--- src/rtl/ldq_pkg.sv ---
package ldq_pkg;
  typedef enum logic [1:0] {
    ST_IDLE  = 2'd0,
    ST_FETCH = 2'd1,
    ST_SEND  = 2'd2,
    ST_HELD  = 2'd3
  } ldq_state_e;
endpackage

--- src/rtl/ldq_fetch.sv ---
// Descriptor reader: one outstanding word at a time, word 0 then word 1.
module ldq_fetch #(
  parameter int AW       = 32,
  parameter int DW       = 32,
  parameter int LEN_W    = 16,
  parameter int VEOL_BIT = 31
) (
  input  logic          clk,
  input  logic          rst_n,
  input  logic          start,
  input  logic [AW-1:0] start_base,
  input  logic          start_link_only,
  input  logic          abort,
  output logic          mem_req,
  output logic [AW-1:0] mem_addr,
  input  logic          mem_valid,
  input  logic [DW-1:0] mem_data,
  output logic          beat,
  output logic          done,
  output logic [AW-1:0] link,
  output logic          veol,
  output logic [LEN_W-1:0] len
);
  localparam int WB         = DW / 8;
  localparam int ALIGN_BITS = $clog2(WB);

  logic          busy_q, widx_q, link_only_q, done_q;
  logic [AW-1:0] base_q;
  logic [DW-1:0] w0_q, w1_q;

  assign mem_req  = busy_q;
  assign mem_addr = base_q + (widx_q ? AW'(WB) : AW'(0));
  assign beat     = busy_q & mem_valid;
  assign done     = done_q;
  assign link     = {w0_q[AW-1:ALIGN_BITS], {ALIGN_BITS{1'b0}}};
  assign veol     = w1_q[VEOL_BIT];
  assign len      = w1_q[LEN_W-1:0];

  always_ff @(posedge clk or negedge rst_n) begin
    if (!rst_n) begin
      busy_q      <= 1'b0;
      widx_q      <= 1'b0;
      link_only_q <= 1'b0;
      done_q      <= 1'b0;
      base_q      <= '0;
      w0_q        <= '0;
      w1_q        <= '0;
    end else begin
      done_q <= 1'b0;
      if (start && !busy_q) begin
        busy_q      <= 1'b1;
        widx_q      <= 1'b0;
        base_q      <= start_base;
        link_only_q <= start_link_only;
      end else if (beat) begin
        if (abort) begin
          busy_q <= 1'b0;
        end else if (!widx_q) begin
          w0_q <= mem_data;
          if (link_only_q) begin
            busy_q <= 1'b0;
            done_q <= 1'b1;
          end else begin
            widx_q <= 1'b1;
          end
        end else begin
          w1_q   <= mem_data;
          busy_q <= 1'b0;
          done_q <= 1'b1;
        end
      end
    end
  end

  assert_req_hold_R8: assert property (@(posedge clk) disable iff (!rst_n)
    (mem_req && !mem_valid) |=> (mem_req && $stable(mem_addr)));

  assert_start_idle_R2: assert property (@(posedge clk) disable iff (!rst_n)
    start |-> !busy_q);
endmodule

--- src/rtl/ldq_ctrl.sv ---
// Queue sequencer: pointer register, state, end-of-list and resume decisions.
module ldq_ctrl
  import ldq_pkg::*;
#(
  parameter int AW    = 32,
  parameter int LEN_W = 16
) (
  input  logic          clk,
  input  logic          rst_n,
  input  logic          ptr_wr,
  input  logic [AW-1:0] ptr_wdata,
  input  logic          kick,
  input  logic          stop,
  input  logic          f_req,
  input  logic          f_beat,
  input  logic          f_done,
  input  logic [AW-1:0] f_link,
  input  logic          f_veol,
  input  logic [LEN_W-1:0] f_len,
  output logic          f_start,
  output logic [AW-1:0] f_base,
  output logic          f_link_only,
  output logic          f_abort,
  output logic          tx_valid,
  input  logic          tx_ready,
  output logic [AW-1:0] tx_addr,
  output logic [LEN_W-1:0] tx_len,
  output ldq_state_e    state,
  output logic          running,
  output logic [AW-1:0] ptr
);
  localparam int ALIGN_BITS = 2;

  ldq_state_e    state_q;
  logic [AW-1:0] ptr_q;
  logic          running_q, resume_q, stop_pend_q;
  logic          end_hit, stop_any, stop_now;

  assign end_hit  = (f_link == '0) || f_veol;
  assign stop_any = stop || stop_pend_q;
  assign stop_now = stop_any && (state_q != ST_FETCH || f_beat || !f_req);
  assign f_abort  = stop_any;

  assign tx_valid = (state_q == ST_SEND);
  assign tx_addr  = ptr_q;
  assign tx_len   = f_len;
  assign state    = state_q;
  assign running  = running_q;
  assign ptr      = ptr_q;

  always_comb begin
    f_start     = 1'b0;
    f_base      = ptr_q;
    f_link_only = 1'b0;
    if (!stop_any) begin
      unique case (state_q)
        ST_IDLE:  f_start = kick && (ptr_q != '0);
        ST_HELD:  begin f_start = kick; f_link_only = 1'b1; end
        ST_FETCH: begin
          f_start = f_done && resume_q && (f_link != '0);
          f_base  = f_link;
        end
        ST_SEND:  begin
          f_start = tx_ready && !end_hit;
          f_base  = f_link;
        end
        default:  f_start = 1'b0;
      endcase
    end
  end

  always_ff @(posedge clk or negedge rst_n) begin
    if (!rst_n) begin
      state_q     <= ST_IDLE;
      ptr_q       <= '0;
      running_q   <= 1'b0;
      resume_q    <= 1'b0;
      stop_pend_q <= 1'b0;
    end else if (stop_now) begin
      state_q     <= ST_IDLE;
      ptr_q       <= '0;
      running_q   <= 1'b0;
      resume_q    <= 1'b0;
      stop_pend_q <= 1'b0;
    end else if (stop) begin
      stop_pend_q <= 1'b1;
    end else if (!stop_pend_q) begin
      unique case (state_q)
        ST_IDLE: begin
          if (ptr_wr) ptr_q <= {ptr_wdata[AW-1:ALIGN_BITS], {ALIGN_BITS{1'b0}}};
          if (f_start) begin
            state_q   <= ST_FETCH;
            running_q <= 1'b1;
            resume_q  <= 1'b0;
          end
        end
        ST_FETCH: begin
          if (f_done) begin
            if (resume_q) begin
              resume_q <= 1'b0;
              if (f_link != '0) ptr_q <= f_link;
              else state_q <= ST_HELD;
            end else begin
              state_q <= ST_SEND;
            end
          end
        end
        ST_SEND: begin
          if (tx_ready) begin
            if (end_hit) state_q <= ST_HELD;
            else begin
              ptr_q   <= f_link;
              state_q <= ST_FETCH;
            end
          end
        end
        ST_HELD: begin
          if (kick) begin
            state_q  <= ST_FETCH;
            resume_q <= 1'b1;
          end
        end
        default: state_q <= ST_IDLE;
      endcase
    end
  end

  assert_tx_hold_R2: assert property (@(posedge clk) disable iff (!rst_n)
    (tx_valid && !tx_ready && !stop) |=> (tx_valid && $stable(tx_addr) && $stable(tx_len)));

  assert_excl_R2: assert property (@(posedge clk) disable iff (!rst_n)
    !(tx_valid && f_req));

  assert_held_stable_R4: assert property (@(posedge clk) disable iff (!rst_n)
    (state_q == ST_HELD && !kick && !stop) |=> (state_q == ST_HELD && $stable(ptr_q)));

  assert_ptr_locked_R6: assert property (@(posedge clk) disable iff (!rst_n)
    (ptr_wr && state_q == ST_SEND && !tx_ready && !stop) |=> $stable(ptr_q));

  assert_zero_kick_R9: assert property (@(posedge clk) disable iff (!rst_n)
    (state_q == ST_IDLE && kick && ptr_q == '0 && !ptr_wr) |=> (state_q == ST_IDLE));

  assert_stop_idle_R8: assert property (@(posedge clk) disable iff (!rst_n)
    (stop && !f_req) |=> (state_q == ST_IDLE && !running_q));

  assert_running_R10: assert property (@(posedge clk) disable iff (!rst_n)
    (state_q != ST_IDLE) |-> running_q);
endmodule

--- src/rtl/ldq_top.sv ---
module ldq_top
  import ldq_pkg::*;
#(
  parameter int AW       = 32,
  parameter int DW       = 32,
  parameter int LEN_W    = 16,
  parameter int VEOL_BIT = 31
) (
  input  logic             clk,
  input  logic             rst_n,
  input  logic             ptr_wr,
  input  logic [AW-1:0]    ptr_wdata,
  input  logic             kick,
  input  logic             stop,
  output logic             mem_req,
  output logic [AW-1:0]    mem_addr,
  input  logic             mem_valid,
  input  logic [DW-1:0]    mem_data,
  output logic             tx_valid,
  input  logic             tx_ready,
  output logic [AW-1:0]    tx_addr,
  output logic [LEN_W-1:0] tx_len,
  output logic [1:0]       state_o,
  output logic             running,
  output logic [AW-1:0]    ptr_o
);
  logic             f_start, f_link_only, f_abort, f_beat, f_done, f_veol;
  logic [AW-1:0]    f_base, f_link;
  logic [LEN_W-1:0] f_len;
  ldq_state_e       st;

  assign state_o = st;

  ldq_fetch #(.AW(AW), .DW(DW), .LEN_W(LEN_W), .VEOL_BIT(VEOL_BIT)) u_fetch (
    .clk(clk), .rst_n(rst_n),
    .start(f_start), .start_base(f_base), .start_link_only(f_link_only), .abort(f_abort),
    .mem_req(mem_req), .mem_addr(mem_addr), .mem_valid(mem_valid), .mem_data(mem_data),
    .beat(f_beat), .done(f_done), .link(f_link), .veol(f_veol), .len(f_len)
  );

  ldq_ctrl #(.AW(AW), .LEN_W(LEN_W)) u_ctrl (
    .clk(clk), .rst_n(rst_n),
    .ptr_wr(ptr_wr), .ptr_wdata(ptr_wdata), .kick(kick), .stop(stop),
    .f_req(mem_req), .f_beat(f_beat), .f_done(f_done),
    .f_link(f_link), .f_veol(f_veol), .f_len(f_len),
    .f_start(f_start), .f_base(f_base), .f_link_only(f_link_only), .f_abort(f_abort),
    .tx_valid(tx_valid), .tx_ready(tx_ready), .tx_addr(tx_addr), .tx_len(tx_len),
    .state(st), .running(running), .ptr(ptr_o)
  );
endmodule

--- config.mk ---
export PLATFORM = sky130hd
export DESIGN_NAME = ldq_top
export DESIGN_NICKNAME = d
export VERILOG_FILES = /design/src/rtl/ldq_pkg.sv /design/src/rtl/ldq_fetch.sv /design/src/rtl/ldq_ctrl.sv /design/src/rtl/ldq_top.sv
export SDC_FILE = /design/constraint.sdc
export NUM_CORES = 1
export LEC_CHECK = 0
export ABC_AREA = 1
export BUFFER_PORTS_ARGS = -buffer_cell sky130_fd_sc_hd__buf_2
export CAP_MARGIN = 20
export CORE_MARGIN = 1.5
export CORE_UTILIZATION = 49
export DETAILED_ROUTE_END_ITERATION = 8
export GPL_ROUTABILITY_DRIVEN = 0
export PLACE_DENSITY_LB_ADDON = 0.08
export SLEW_MARGIN = 10
export SYNTH_ARGS = -nofsm -noshare
export SYNTH_HDL_FRONTEND = slang
export SYNTH_HIERARCHICAL = 1
export SYNTH_SLANG_ARGS = --single-unit
--- constraint.sdc ---
create_clock -name clk -period 1.83 [get_ports clk]
set_clock_uncertainty 0.2 [all_clocks]
set_input_delay 0.366 -clock clk [delete_from_list [all_inputs] [get_ports clk]]
set_output_delay 0.366 -clock clk [all_outputs]
set_load 0.01 [all_outputs]
==> metrics list <==
* Initial standard-cell utilization of the core: 0.506
* Number of DRC markers after the initial detailed-route iteration: 568
* Post-route design area: 0.0115 sq mm
* Syn Inst Count: 1,037
* Overflow left after global routing: 0
- Measured on the finished design, the core utilization comes to 0.791.
* Clock period minus final worst setup slack: 2.50 ns
* Longest Clk Path Bufs: 2
- GRT Total Usage: 0.312
* Required time worst endpoint: 1.26 ns
* Floorplan row count: 44
- Netlist Area Pre-Place: 0.00738 sq mm
- Summed over all nets, wire length on met3 after detailed routing comes to 1.75 mm.
- Min-Delay Path Class: primary input to flop
- Vias: 8,091
* Share of the cycle needed by the critical path after routing: 1.37
- The die covers 0.0158 sq mm.
- First-pass GRT wire length: 38.5 mm
- The floorplan step set the die height to 126 um.
* Number of pins exceeding their max-slew limit in the final report: 0
- The floorplan step set the die width to 126 um.
* Number of search-and-repair iterations in the first detailed-routing pass: 6
- Entering global routing, the biggest net connects 46 pins.
- In this run the remaining antenna-violating nets after routing total 0.
- Violated checks: negative setup slack
- The largest single stage delay on the critical path is 0.44 ns.
- Maximum fanout count along the critical path: 3
* Worst hold stages: 3
- After detailed routing, the number of vias per cell comes to 5.15.
* Unique cell type count in the Yosys netlist: 37
- Summed over all layers, the routed wires come to 26.1 mm.
- Fraction of final layout cells sized beyond drive strength 1: 0.465
* Top routing layer in use: met4
- The core region is 0.0146 sq mm.
- Vias in the first global route: 7,553
- Reg2reg path depth: 14
* Post-route setup slack: -0.673 ns
- Seq/Total Area, Yosys: 0.407
* Result of the run: finished, violations left
- Aggregate negative setup slack: -38.38 ns
- Number of hold violations in the final report: 0
- The worst setup path is captured at an output pin.
- Counting the buffers created by CTS gives 17.
- HPWL after DPL: 16.3 mm
- I/O Buffers: 185
- Number of sinks driven by the clock tree: 120
- Final setup violation count: 102
* Commonest non-fill, non-tap cell in the layout: nand2_1
- Total Nets Final: 1,453
* Number of antenna cells inserted: 0
- Pwr/cell area: 1730 mW/mm^2
* Clock edge transition at the registers on the reported setup and hold paths: 0.06 ns
- Among all stages on the critical path, the largest delay is contributed by dfrtp_2.
- Commonest register cell after synthesis: dfrtp_1
- Arrival time reported for the critical path endpoint: 1.94 ns
* Count of H-tree levels built during CTS: 4
- Each instance of the synthesized netlist takes up on average 7.11 sq um.
- The synthesized design contains 120 register bits.
- Warnings from Yosys: 6
* Sort of element at the start of the critical path: flop
- Fill cells in the final layout number 994.
* TritonCTS clock tree: yes
* Initial antenna violation count: 0
- Total routed wire length on the met1 layer: 10.4 mm
- Average wire length per cell after detail routing: 16.6 um
* Total length of routed met2 wires: 13.1 mm
* Layout area overhead: 56.5%
* Worst Setup Path Type: flop to output pin
- The tree is rooted in a clkbuf_16.
- Based on the critical path, the design can be clocked at up to 400 MHz.
* Async set-or-reset flop fraction in the synthesized netlist: 1.00
* Worst supply voltage drop on vdd: 0.00126 V
* Clk Latency, worst-skew pair: 0.43 ns
- Cell type with the highest occurrence count on the critical path: buf_4
- Number of flops mapped to enable cells by yosys: 0
- Most frequent cells in the layout: 364 x nand2_1, 178 x buf_2, 149 x buf_4
- The placed instances occupy a cell area of 0.00925 sq mm.
* Count of boundary I/O pins: 188
- Max-capacitance violation count: 0
* Post-route DRC: 0
* Setup repair after global routing missed its margin: true
- Traced cell by cell, the critical path runs through ha_4, ha_4, nand2_4, nor2_4, buf_4, buf_4, buf_4, xor2_1, buf_2.
- Leak: 6.48 nW
[flip-flops by register name (all words and copies together), names as in the netlist, 2 cells and up]
register,cells
u_fetch/w0_q,30
u_fetch/base_q,32
u_fetch/w1_q,17
u_ctrl/ptr,32
u_ctrl/state,2
[metal layers]
layer | track usage | vias to the layer above
met2 | 0.532 | 368
met1 | 0.401 | 3785
met3 | 0.0523 | 67
met5 | 0 | -
li1 | - | 3871
met4 | 0.114 | 0
[worst max-delay path, delay by kind of cell, from the launching register on]
kind	cells	cell delay, ns
buf+inv	4	0.50
flops	1	0.44
fa+ha+maj	2	0.34
xor+xnor	1	0.12
simple gates	2	0.10
[cell usage after synthesis, types with 2 or more instances]
master	n	area share
nand2_1	455	0.23
dfrtp_1	120	0.41
nor2_1	82	0.042
inv_1	61	0.031
buf_4	53	0.054
o21ai_0	43	0.029
nand3_1	35	0.024
nand2_2	33	0.028
nand4_1	33	0.028
clkbuf_1	17	0.0087
o21ai_1	16	0.011
buf_2	12	0.0081
xor2_1	11	0.013
nor2_4	10	0.015
ha_1	7	0.012
nand3b_1	6	0.0061
inv_2	5	0.0025
nor2_2	5	0.0042
xnor2_1	4	0.0047
buf_1	3	0.0015
buf_12	3	0.0081
buf_6	3	0.0046
nand2_4	3	0.0046
a21oi_1	2	0.0014
and2_1	2	0.0017
nand2_8	2	0.0054
[cells by family after synthesis]
group | synth area share
AND/OR/NAND/NOR | 0.393
buffers and inverters | 0.119
XOR/XNOR | 0.0178
other | 0.000508
flip-flops | 0.407
AO/OA/AOI/OAI | 0.0500
adder cells (fa/ha/maj) | 0.0119
[stage by stage]
stage	total power, mW	setup slack (ns)	instances	hold WS [ns]
final	20.0	-0.673	1572	0.0151
after global routing	21.1	-0.760	1572	0.0169
after CTS	18.7	-0.649	1555	0.000869
after detailed placement	13.6	-0.308	1459	0.117
after global placement	13.5	-0.292	1459	0.115
after floorplan	10.2	-0.144	1038	-0.130
[final cells by class]
class / instances / area [sq um] / area share
Clock buffer: 18 / 439 / 0.0380
Clock inverter: 14 / 126 / 0.0109
Inverter: 67 / 289 / 0.0250
Multi-Input combinational cell: 763 / 4310 / 0.374
Sequential cell: 120 / 3010 / 0.261
Tap cell: 184 / 230 / 0.0199
Timing Repair Buffer: 406 / 3130 / 0.271
[where the power goes]
part	switching [mW]	leakage (nW)	internal, mW
clock	1.30	0.265	1.90
combinational	6.85	4.64	5.38
sequential	0.803	1.57	3.76
total	8.96	6.48	11.0
[repair_timing]
| action | CTS | global route |
|---|---|---|
| setup buffers | 38 | 23 |
| hold buffers | 20 | 0 |
| gates cloned | 12 | 4 |
| endpoints found under the hold margin | 60 | 0 |
| resized for setup | 148 | 125 |
| pin swaps | 76 | 69 |
| endpoints found under the setup margin | 131 | 115 |
[final timing paths]
path / start / to / slack (ns)
max in group asynchronous: rst_n / u_ctrl/ptr[29] / 0.69
hold / removal: mem_data[2] / u_fetch/w0_q[2] / 0.02
min in group asynchronous: rst_n / u_fetch/w1_q[12] / 0.21
hold reg to reg: u_fetch/w1_q[0] / u_fetch/w1_q[0] / 0.27
setup / recovery: u_fetch/widx_q / mem_addr[6] / -0.67
setup reg to reg: u_ctrl/state[1] / u_ctrl/ptr[9] / -0.41
Note: power is estimated with default switching activity, not from simulation.
